### config.mk
export PLATFORM = sky130hd
export DESIGN_NAME = exc_return_unstack
export DESIGN_NICKNAME = d
export VERILOG_FILES = /design/src/rtl/exc_return_unstack.sv
export SDC_FILE = /design/constraint.sdc
export NUM_CORES = 1
export LEC_CHECK = 0
export ABC_AREA = 1
export ABC_CLOCK_PERIOD_IN_PS = 900
export BUFFER_PORTS_ARGS = -buffer_cell sky130_fd_sc_hd__buf_2
export CAP_MARGIN = 20
export CORE_MARGIN = 8
export CORE_UTILIZATION = 40
export CTS_CLUSTER_DIAMETER = 120
export DETAILED_ROUTE_END_ITERATION = 16
export HOLD_SLACK_MARGIN = 0.08
export PLACE_DENSITY = 0.78
export SETUP_SLACK_MARGIN = 0.02
export SKIP_CTS_REPAIR_TIMING = 1
export SYNTH_ARGS = -nofsm -noshare
export SYNTH_HDL_FRONTEND = slang
export SYNTH_SLANG_ARGS = --single-unit
### constraint.sdc
create_clock -name clk -period 0.9 [get_ports clk]
set_input_delay 0.135 -clock clk [delete_from_list [all_inputs] [get_ports clk]]
set_output_delay 0.135 -clock clk [all_outputs]
set_load 0.005 [all_outputs]
### src/rtl/exc_return_unstack.sv
module exc_return_unstack #(
  parameter int DW      = 32,
  parameter int KEEP_W  = 2,
  parameter int FIELD_W = 28,
  parameter int SHIFT   = 10,
  parameter int U_BIT   = 6,
  parameter int P_BIT   = 7,
  parameter int R_BIT   = 8,
  parameter int M_BIT   = 30
) (
  input  logic          clk,
  input  logic          rst_n,
  input  logic          ret_go,
  input  logic          ret_nmi,
  input  logic [DW-1:0] stat_in,
  input  logic [DW-1:0] sp_in,
  input  logic [DW-1:0] usp_in,
  output logic [DW-1:0] stat_out,
  output logic [DW-1:0] sp_out,
  output logic [DW-1:0] ksp_out,
  output logic          ret_done
);

  localparam logic [DW-1:0] KEEP_MASK  = {{KEEP_W{1'b1}}, {(DW-KEEP_W){1'b0}}};
  localparam logic [DW-1:0] FIELD_MASK = {{(DW-FIELD_W){1'b0}}, {FIELD_W{1'b1}}};
  localparam logic [DW-1:0] P_MASK     = DW'(1) << P_BIT;
  localparam logic [DW-1:0] M_MASK     = DW'(1) << M_BIT;

  logic [DW-1:0] shifted;
  logic [DW-1:0] restored;
  logic          to_user;
  logic          restart_clr;

  assign shifted     = (stat_in & KEEP_MASK) | ((stat_in & FIELD_MASK) >> SHIFT);
  assign to_user     = shifted[U_BIT];
  assign restart_clr = ~stat_in[R_BIT];
  assign restored    = shifted | (restart_clr ? P_MASK : '0) | (ret_nmi ? M_MASK : '0);

  always_ff @(posedge clk) begin
    if (!rst_n) begin
      stat_out <= '0;
      sp_out   <= '0;
      ksp_out  <= '0;
      ret_done <= 1'b0;
    end else begin
      ret_done <= ret_go;
      if (ret_go) begin
        stat_out <= restored;
        if (to_user) begin
          sp_out  <= usp_in;
          ksp_out <= sp_in;
        end else begin
          sp_out  <= sp_in;
        end
      end
    end
  end

endmodule

# After elaboration in Yosys (flattened, before gate mapping)
# Cells that the tools add are included.
op_classes:
  mux: 3
  n_bitwise: 3
  n_reduce_logical: 1
op_table:
  columns: ["cell", "n"]
  rows:
  - ["2-to-1 mux 32 bit", 1]
  - ["OR 32 x 18 -> 32 bit", 1]
  - ["OR 32 x 31 -> 32 bit", 1]
  - ["OR 32 x 8 -> 32 bit", 1]
  - ["2-to-1 mux 31 bit", 1]
  - ["2-to-1 mux 8 bit", 1]
  - ["AND reduction 2 bit", 1]
word_totals:
  ff_bits: 97
  wordCells: 11

# Logic depth before layout (Yosys ltp)
# Gate-level depths: netlist of run 1.
logic_depth:
  word_depth: 3
  mapped_depth: 6

# Least setup slack after synthesis of run 1
# Ideal clock, no wire load.
synth_timing:
  kind: "input -> register"
  start: "in stat_in[16]"
  end: "reg sp_out[28]"
  arrival_time_ns: 0.648
  setup_slack_ns: 0.135
  stages: 5
  cell_sequence: "buf_2 buf_2 nor2_1 nor2_1 nor2_1"
synth_between:
  elab_chain_cells: 2
synth_lines:
  columns: ["element", "line_no", "text"]
  rows:
  - ["start, declared", "15", "input logic [DW-1:0] stat_in,"]
  - ["OR 32 x 18 -> 32 bit", "34", "assign shifted = (stat_in & KEEP_MASK) | ((stat_in & FIELD_MASK) >> SHIFT);"]
  - ["2-to-1 mux 32 bit", "49", "if (to_user) begin"]
  - ["end signal, assigned", "50", "sp_out <= usp_in;"]
  - ["end signal, assigned", "53", "sp_out <= sp_in;"]
  - ["end, declared", "19", "output logic [DW-1:0] sp_out,"]
# Every way passes these cells.
# A chain may end at the register's enable or synchronous reset.

# Worst setup path in the final report of run 1
layout_timing:
  start: "reg stat_out[8]"
  end: "out stat_out[8]"
layout_rtl:
  columns: ["element", "line_no", "text"]
  rows:
  - ["start, declared", "18", "output logic [DW-1:0] stat_out,"]
  - ["start signal, assigned", "48", "stat_out <= restored;"]
# No word-level cell between the ends.

==> reports/summary.md, run 1 <==
The detailed-route wire length per cell was 14.2 um; the initial core utilization was 40.7%. The most instantiated flip-flop cell in the synthesis netlist was sky130_fd_sc_hd__dfxtp_1. The clock passes through at most 2 buffers.

The floorplan step set the die height to 113 um. For this design, the sink count on the clock tree is 85. In the finished design, the share of the clock period the worst path needs comes to 106%. The average footprint of a synthesized cell came out at 6.42 um2. The post-route clock skew was 0 ns; the logic depth of the worst register-to-register path was 2. The data arrival time of the worst path is 0.82 ns.

In this run the most critical hold path is launched from sp_in[30]. For this run the aggregate overflow at the end of global routing stands at 0. The area growth from synthesis to layout is 60.9%. On the worst path, the slowest cell contributes a delay of 0.37 ns.

The run gives 0.00244 W as the net switching power. Dividing the detail-routed via count by the number of cells gives 4.56. The mapped netlist covers 3730 um2. The power share of the combinational group is 21.6%.

The async set or reset register ratio after synthesis is 0%. Setup repair after global routing could not meet its margin everywhere. The sum of buffers and inverters on the critical path was 1; the total I/O pin count was 197. Among all stages on the critical path, the largest delay is contributed by sky130_fd_sc_hd__dfxtp_2.

The worst register-to-register path ends at stat_out[13]. The logs give 9150 um2 for the total core area and 65.5% for the end-of-flow core utilization. The flow ran to the end, but the final reports show violations.

Dividing total power by cell area gives a power density of 1440 nW/um2. Global routing used 16.3% of the available tracks. Yosys printed 0 warnings.

The initial antenna violation count is 1. The detailed router placed 4,179 vias in this run. After the first detailed-routing iteration, the DRC count stood at 214. At the end of routability-driven placement, the weighted congestion stood at 0.787. STA classifies the critical path startpoint as a flop. For the fraction of the yosys area taken by sequential cells, the log shows 45.6%. The detail route stage leaves a number of antenna-violating nets equal to 0. Broken down by cell family, the worst path's largest delay share belongs to flip-flops.

The tools report the worst setup margin as -0.0556 ns. Counting flops with a built-in enable in the synthesized netlist gives 0. For this block, the routed nets add up to 13,000 um of wire. Cell internal power was estimated by the tool at 0.00620 W. The required time at the endpoint of the critical path was 0.76 ns.

Source-to-sink clock delay at the later pin of the worst-skew pair: 0.35 ns. Type of destination of the critical path: a primary output. The register share of total power came out at 49.3%.

For the via count of the first global-routing pass, the log shows 3,590. The clock network power share is 29.2%. The tightest min-delay check is of the in2reg type. The logs give 0 for the hold violation total from the final report and 17,000 um for the wire length of the first global-routing pass. Horizontal die dimension: 113 um. After routing, the total negative slack on setup checks comes to -2.25 ns. The run gives 48 as the largest net degree at the start of global routing.

Hold timing on the final database bottoms out at a slack of 0.0383 ns. TritonCTS built the clock tree. For the static leakage, the log shows 3.19 nW.

The H-tree was split into 3 levels. The cell count after synthesis came out at 581. Counting instances, the worst hold path has a depth of 3. After detailed routing, the number of remaining DRC violations is 0. The critical path is of the reg2out type.

The number of buffers inserted during clock tree synthesis is 9, and the unique cell type count in the Yosys netlist is 13. The register bit total from synthesis came out at 85. The switching share of total power came out at 28.3%. The post-detailed-placement half-perimeter wirelength was 7800 um; the highest ir drop seen on vdd was 1.03 mV.

The tools report the launching point of the worst reg2reg path as stat_out[13]. The die covers 12,700 um2. Root buffer cell: sky130_fd_sc_hd__clkbuf_8.

The first detailed-routing pass took 4 iterations. Traced cell by cell, the critical path runs through buf_6. Max-cap violations in this run came to 0. The final reports fail on setup timing. The net count of the finished layout is 899.

In this run the register-to-register setup slack is 0.15 ns. Share of post-route cells with drive strength above 1: 36.1%. Of all nets on the critical path, the largest fanout is 2. For the count of final setup violators, the log shows 85. For the number of pins exceeding their max-slew limit in the final report, the log shows 0. The worst hold path terminates at ksp_out[30]. Buffers placed on the I/O ports in this run total 173. The cell row count is 35, and the shortest clock period the worst path allows after layout is 0.956 ns. Timing would allow up to 1.05 GHz.

Clock-pin transition on the worst setup and hold timing paths: 0.08 ns.
==> final cells by class <==
type / instances / area, um2
multi-input combinational: 394 / 1550
clock inverter: 6 / 46.3
timing repair buffer: 242 / 2060
clock buffer: 10 / 138
tap: 111 / 139
inverter: 67 / 251
sequential: 85 / 1810
antenna: 1 / 2.50
fill: 755 / 3150
==> kinds of logic (layout without fill, tap and decap cells) <==
| logic type | count (synthesis) | after routing | share of synthesized area [%] |
|---|---|---|---|
| simple gates | 330 | 330 | 33.3 |
| buf+inv | 113 | 325 | 14.0 |
| flops | 85 | 85 | 45.6 |
| compound gates | 52 | 52 | 7.05 |
| other cells | 1 | 13 | 0.101 |
==> Yosys cell counts (2+ instances only) <==
| cell | count | area (um2) |
|---|---|---|
| sky130_fd_sc_hd__dfxtp_1 | 85 | 1700 |
| sky130_fd_sc_hd__nand2_1 | 132 | 495 |
| sky130_fd_sc_hd__clkbuf_1 | 7 | 26.3 |
| sky130_fd_sc_hd__nor2_1 | 197 | 739 |
| sky130_fd_sc_hd__o21ai_0 | 44 | 220 |
| sky130_fd_sc_hd__inv_1 | 67 | 251 |
| sky130_fd_sc_hd__buf_4 | 14 | 105 |
| sky130_fd_sc_hd__o21ai_1 | 7 | 35.0 |
| sky130_fd_sc_hd__buf_6 | 2 | 22.5 |
| sky130_fd_sc_hd__buf_2 | 23 | 115 |
==> per-stage QoR <==
stage | instance area, um2 | worst slack, ns | std cells | power, W
final | 6000 | -0.0556 | 916 | 0.00864
after detailed placement | 4710 | -0.0929 | 844 | 0.00562
after floorplan | 3770 | 0.135 | 592 | 0.00497
after CTS | 4900 | -0.0964 | 860 | 0.00816
after global routing | 6000 | -0.105 | 916 | 0.00913
after global placement | 4710 | -0.0542 | 844 | 0.00560
==> cells in the final DEF, fill, tap and decap left out <==
cell type | Yosys | layout
sky130_fd_sc_hd__a21boi_1 | 1 | 1
sky130_fd_sc_hd__buf_12 | 0 | 8
sky130_fd_sc_hd__buf_2 | 23 | 102
sky130_fd_sc_hd__buf_4 | 14 | 7
sky130_fd_sc_hd__buf_6 | 2 | 71
sky130_fd_sc_hd__clkbuf_8 | 0 | 10
sky130_fd_sc_hd__clkinv_2 | 0 | 1
sky130_fd_sc_hd__clkinv_4 | 0 | 1
sky130_fd_sc_hd__clkinvlp_4 | 0 | 2
sky130_fd_sc_hd__conb_1 | 1 | 12
sky130_fd_sc_hd__dfxtp_2 | 0 | 85
sky130_fd_sc_hd__diode_2 | 0 | 1
sky130_fd_sc_hd__dlygate4sd3_1 | 0 | 54
sky130_fd_sc_hd__inv_1 | 67 | 67
sky130_fd_sc_hd__inv_6 | 0 | 2
sky130_fd_sc_hd__nand2_1 | 132 | 131
sky130_fd_sc_hd__nand2_2 | 0 | 1
sky130_fd_sc_hd__nor2_1 | 197 | 197
sky130_fd_sc_hd__nor3_1 | 1 | 1
sky130_fd_sc_hd__o21ai_0 | 44 | 44
sky130_fd_sc_hd__o21ai_1 | 7 | 7
==> sequential cells by signal, indices dropped and copies added (netlist names) <==
signal / cells
sp_out: 32
ksp_out: 32
stat_out: 20
ret_done: 1
==> worst max-delay path by stage <==
stage	from	to	slack, ns	depth (start not counted)
2_1_floorplan	stat_in[16]	sp_out[28]	0.14	5
3_3_place_gp	ret_go	stat_out[30]	-0.05	5
3_5_place_dp	ret_go	ksp_out[4]	-0.09	6
4_1_cts	ksp_out[29]	ksp_out[29]	-0.1	1
5_1_grt	ksp_out[4]	ksp_out[4]	-0.11	1
6_report	stat_out[8]	stat_out[8]	-0.06	1
==> metal layers <==
layer	wire length, um	vias up	share of wire, %	GRT usage, %
met1	5010	1851	39	17.9
met3	1360	22	10	9.50
met4	240	0	1.8	5.40
met2	6410	187	49	25.7
li1	-	2119	-	-
met5	0	-	0	0
==> power groups by stage <==
| stage | combinational (W) | sequential (W) | clock (W) |
|---|---|---|---|
| after floorplan | 0.000712 | 0.00426 | 0 |
| after global placement | 0.00137 | 0.00422 | 0 |
| after detailed placement | 0.00139 | 0.00423 | 0 |
| after CTS | 0.00139 | 0.00415 | 0.00262 |
| after global routing | 0.00206 | 0.00429 | 0.00278 |
| final | 0.00186 | 0.00426 | 0.00252 |
==> worst register-to-register path: stages, from the launching register on <==
cell                      delay [ns]
sky130_fd_sc_hd__dfxtp_2        0.34
sky130_fd_sc_hd__o21ai_0        0.23
sky130_fd_sc_hd__nor2_1         0.08
(Power assumes the default switching activity.)
==> run 2: changes to the inputs <==
--- a/config.mk
+++ b/config.mk
@@ -14,7 +14,7 @@
 export CTS_CLUSTER_DIAMETER = 120
 export DETAILED_ROUTE_END_ITERATION = 16
 export HOLD_SLACK_MARGIN = 0.08
-export PLACE_DENSITY = 0.78
+export PLACE_DENSITY_LB_ADDON = 0.08
 export SETUP_SLACK_MARGIN = 0.02
 export SKIP_CTS_REPAIR_TIMING = 1
 export SYNTH_ARGS = -nofsm -noshare
==> reports/summary.md, run 2 (same netlist as run 1, synthesis figures left out) <==
Detailed-route via count: 4,076 (-2.5%). The tools report the tightest hold margin as 0.0778 ns (+0.0395 ns). The setup path with the least slack is of type reg2out. The tools report the area of the die as 12,700 um2 (unchanged). The checks that failed: setup timing. The logs give 0 (-1) for the count of antenna diodes in the layout and 1.06 GHz (+0.87%) for the highest achievable clock rate. The tools report the type of destination of the critical path as a primary output. The sum of buffers and inverters on the critical path was 1 (unchanged); the initial core utilization was 40.7% (unchanged).

The static leakage is 3.20 nW (+0.22%), and the detailed-route wire length per cell is 13.3 um (-6.6%). The source-to-sink clock delay at the later pin of the worst-skew pair came out at 0.35 ns (about the same). The logs give 230 (+7.5%) for the detailed router's first-iteration violation count and 8080 um (+3.7%) for the post-detailed-placement half-perimeter wirelength. TritonCTS built the clock tree. The highest ir drop seen on vdd was 0.974 mV (-5.7%). For the number of nets in the final layout, the log shows 902 (+0.33%). Final cell count without fillers: 918 (+0.22%). The run gives 9150 um2 (unchanged) as the total core area. The tools report the wire length of the first global-routing pass as 17,600 um (+3.2%). The run gives 197 (unchanged) as the total I/O pin count.

The tools report the number of violations of the max-capacitance limit as 0 (unchanged). The root buffer cell is sky130_fd_sc_hd__clkbuf_8. In the final layout, the registers with the most flip-flops are ksp_out (32), sp_out (32), stat_out (20). The number of levels the H-tree was split into came out at 3 (unchanged).

For the number of placed cells counting well taps, the log shows 845 (+0.12%). Setup repair after global routing could not meet its margin everywhere. Startpoint kind of the worst setup timing path: a flop.

Share of post-route cells with drive strength above 1: 36.3% (+0.24 points). The clock-pin transition on the worst setup and hold timing paths works out to 0.09 ns (about the same). The count of final setup violators is 85 (unchanged), and the worst-path maximum fanout is 2 (unchanged).

The tightest min-delay check is of the in2reg type. The via count of the first global-routing pass came out at 3,667 (+2.1%). For the total power after layout, the log shows 0.00888 W (+2.8%). The peak per-stage delay on the critical path is 0.33 ns (-0.04 ns). Traced cell by cell, the critical path runs through buf_2.

The clock sink count was 85 (unchanged); the number of buffers inserted during clock tree synthesis was 9 (unchanged). The horizontal die dimension was 113 um (unchanged); the largest net degree at the start of global routing was 45 (-6.3%). The wire length reported by the detailed router is 12,200 um (-6.4%), and the number of buffers between clock root and the deepest sink is 2 (unchanged). The total global-route track usage was 16.9% (+0.62 points). The leftover overflow at the end of global routing is 0 (unchanged). Required time at the endpoint of the critical path: 0.76 ns (about the same). For the end-of-flow core utilization, the log shows 64.9% (-0.60 points).

The standard cell with the maximum stage delay on the critical path was sky130_fd_sc_hd__dfxtp_2. The shortest clock period the worst path allows after layout was 0.947 ns (-0.00822 ns); the final worst-path cycle share was 105% (-0.91 points). The data arrival time of the worst path is 0.81 ns (about the same).

The run finished, with violations left. Number of pins exceeding their max-slew limit in the final report: 0 (unchanged). The routability congestion estimate from global placement is 0.775 (-1.5%), and the layout-stage area growth over the synthesis result is 59.4%.

Leaving out fill and tap cells, the most frequent cell in the layout is sky130_fd_sc_hd__nor2_1. The hold violation total from the final report came out at 0 (unchanged). The tools report the post-route clock skew as 0 ns (unchanged).

The cell row count is 35 (unchanged). The run gives 5 (+1) as the first-pass iteration count of the detailed router. Initial antenna violation count: 0 (-1). The die height was 113 um (unchanged); the worst setup margin was -0.0474 ns (+0.00822 ns). In the layout the commonest cells are 197 x sky130_fd_sc_hd__nor2_1, 131 x sky130_fd_sc_hd__nand2_1, 113 x sky130_fd_sc_hd__buf_2, 84 x sky130_fd_sc_hd__dfxtp_2, 67 x sky130_fd_sc_hd__inv_1. The residual antenna-violating net count after detailed routing came out at 0 (unchanged).

The number of buffers inserted by port buffering came out at 173 (unchanged). The critical path's top delay family is flip-flops. The via count normalized by instance count works out to 4.44 (-2.7%).

The power per unit of standard cell area was 1490 nW/um2 (+3.7%); the register-to-register setup slack was 0.17 ns (+0.02 ns). For the count of unresolved DRC violations after routing, the log shows 0 (unchanged).
run 2: cell types whose count changed in the layout (fill, tap and decap cells not counted):
cell	previous run	this run
sky130_fd_sc_hd__buf_2	102	113
sky130_fd_sc_hd__buf_6	71	60
sky130_fd_sc_hd__buf_4	7	13
sky130_fd_sc_hd__buf_12	8	6
sky130_fd_sc_hd__bufinv_16	0	1
sky130_fd_sc_hd__clkinv_4	1	0
sky130_fd_sc_hd__clkinvlp_4	2	1
sky130_fd_sc_hd__dfxtp_1	0	1
sky130_fd_sc_hd__dfxtp_2	85	84
sky130_fd_sc_hd__diode_2	1	0
sky130_fd_sc_hd__dlygate4sd3_1	54	53
sky130_fd_sc_hd__inv_6	2	3
run 2: stage by stage:
stage                     setup TNS, ns  worst slack, ns  instance area [um2]
after global routing              -5.76          -0.0913                 5940
after CTS                         -4.77          -0.0950                 4900
after detailed placement          -4.39           -0.109                 4700
after global placement            -3.15          -0.0698                 4700
after floorplan                       0            0.135                 3770
final                             -2.31          -0.0474                 5940
run 2: path summary, 6_finish.rpt:
path | from | endpoint | depth (start not counted)
max | stat_out[4] | stat_out[4] | 1
min | usp_in[19] | sp_out[19] | 5
max reg2reg | ksp_out[29] | ksp_out[29] | 5
min reg2reg | stat_out[6] | stat_out[6] | 2
run 2: power breakdown:
part,switching (W),internal (W)
registers,0.000167,0.00408
logic,0.000804,0.000984
clock network,0.00146,0.00139
total,0.00243,0.00645
run 2: cell type report:
class,instances,area [um2]
flip-flops and latches,85,1810
clock inverters,6,68.8
clock buffers,10,138
well taps,111,139
repair buffers,245,1990
multi-input cells,394,1550
inverters,67,251
fillers,855,3210
run 2: metal layers:
metal  up-vias  track usage, %  wire length, um  part of all wire [%]
li1       2123               -                -                     -
met1      1819            20.6             5070                    42
met4         0            5.13               96                  0.79
met5         -               0                0                     0
met3         9            6.49             1080                   8.8
met2       125            27.0             5940                    49
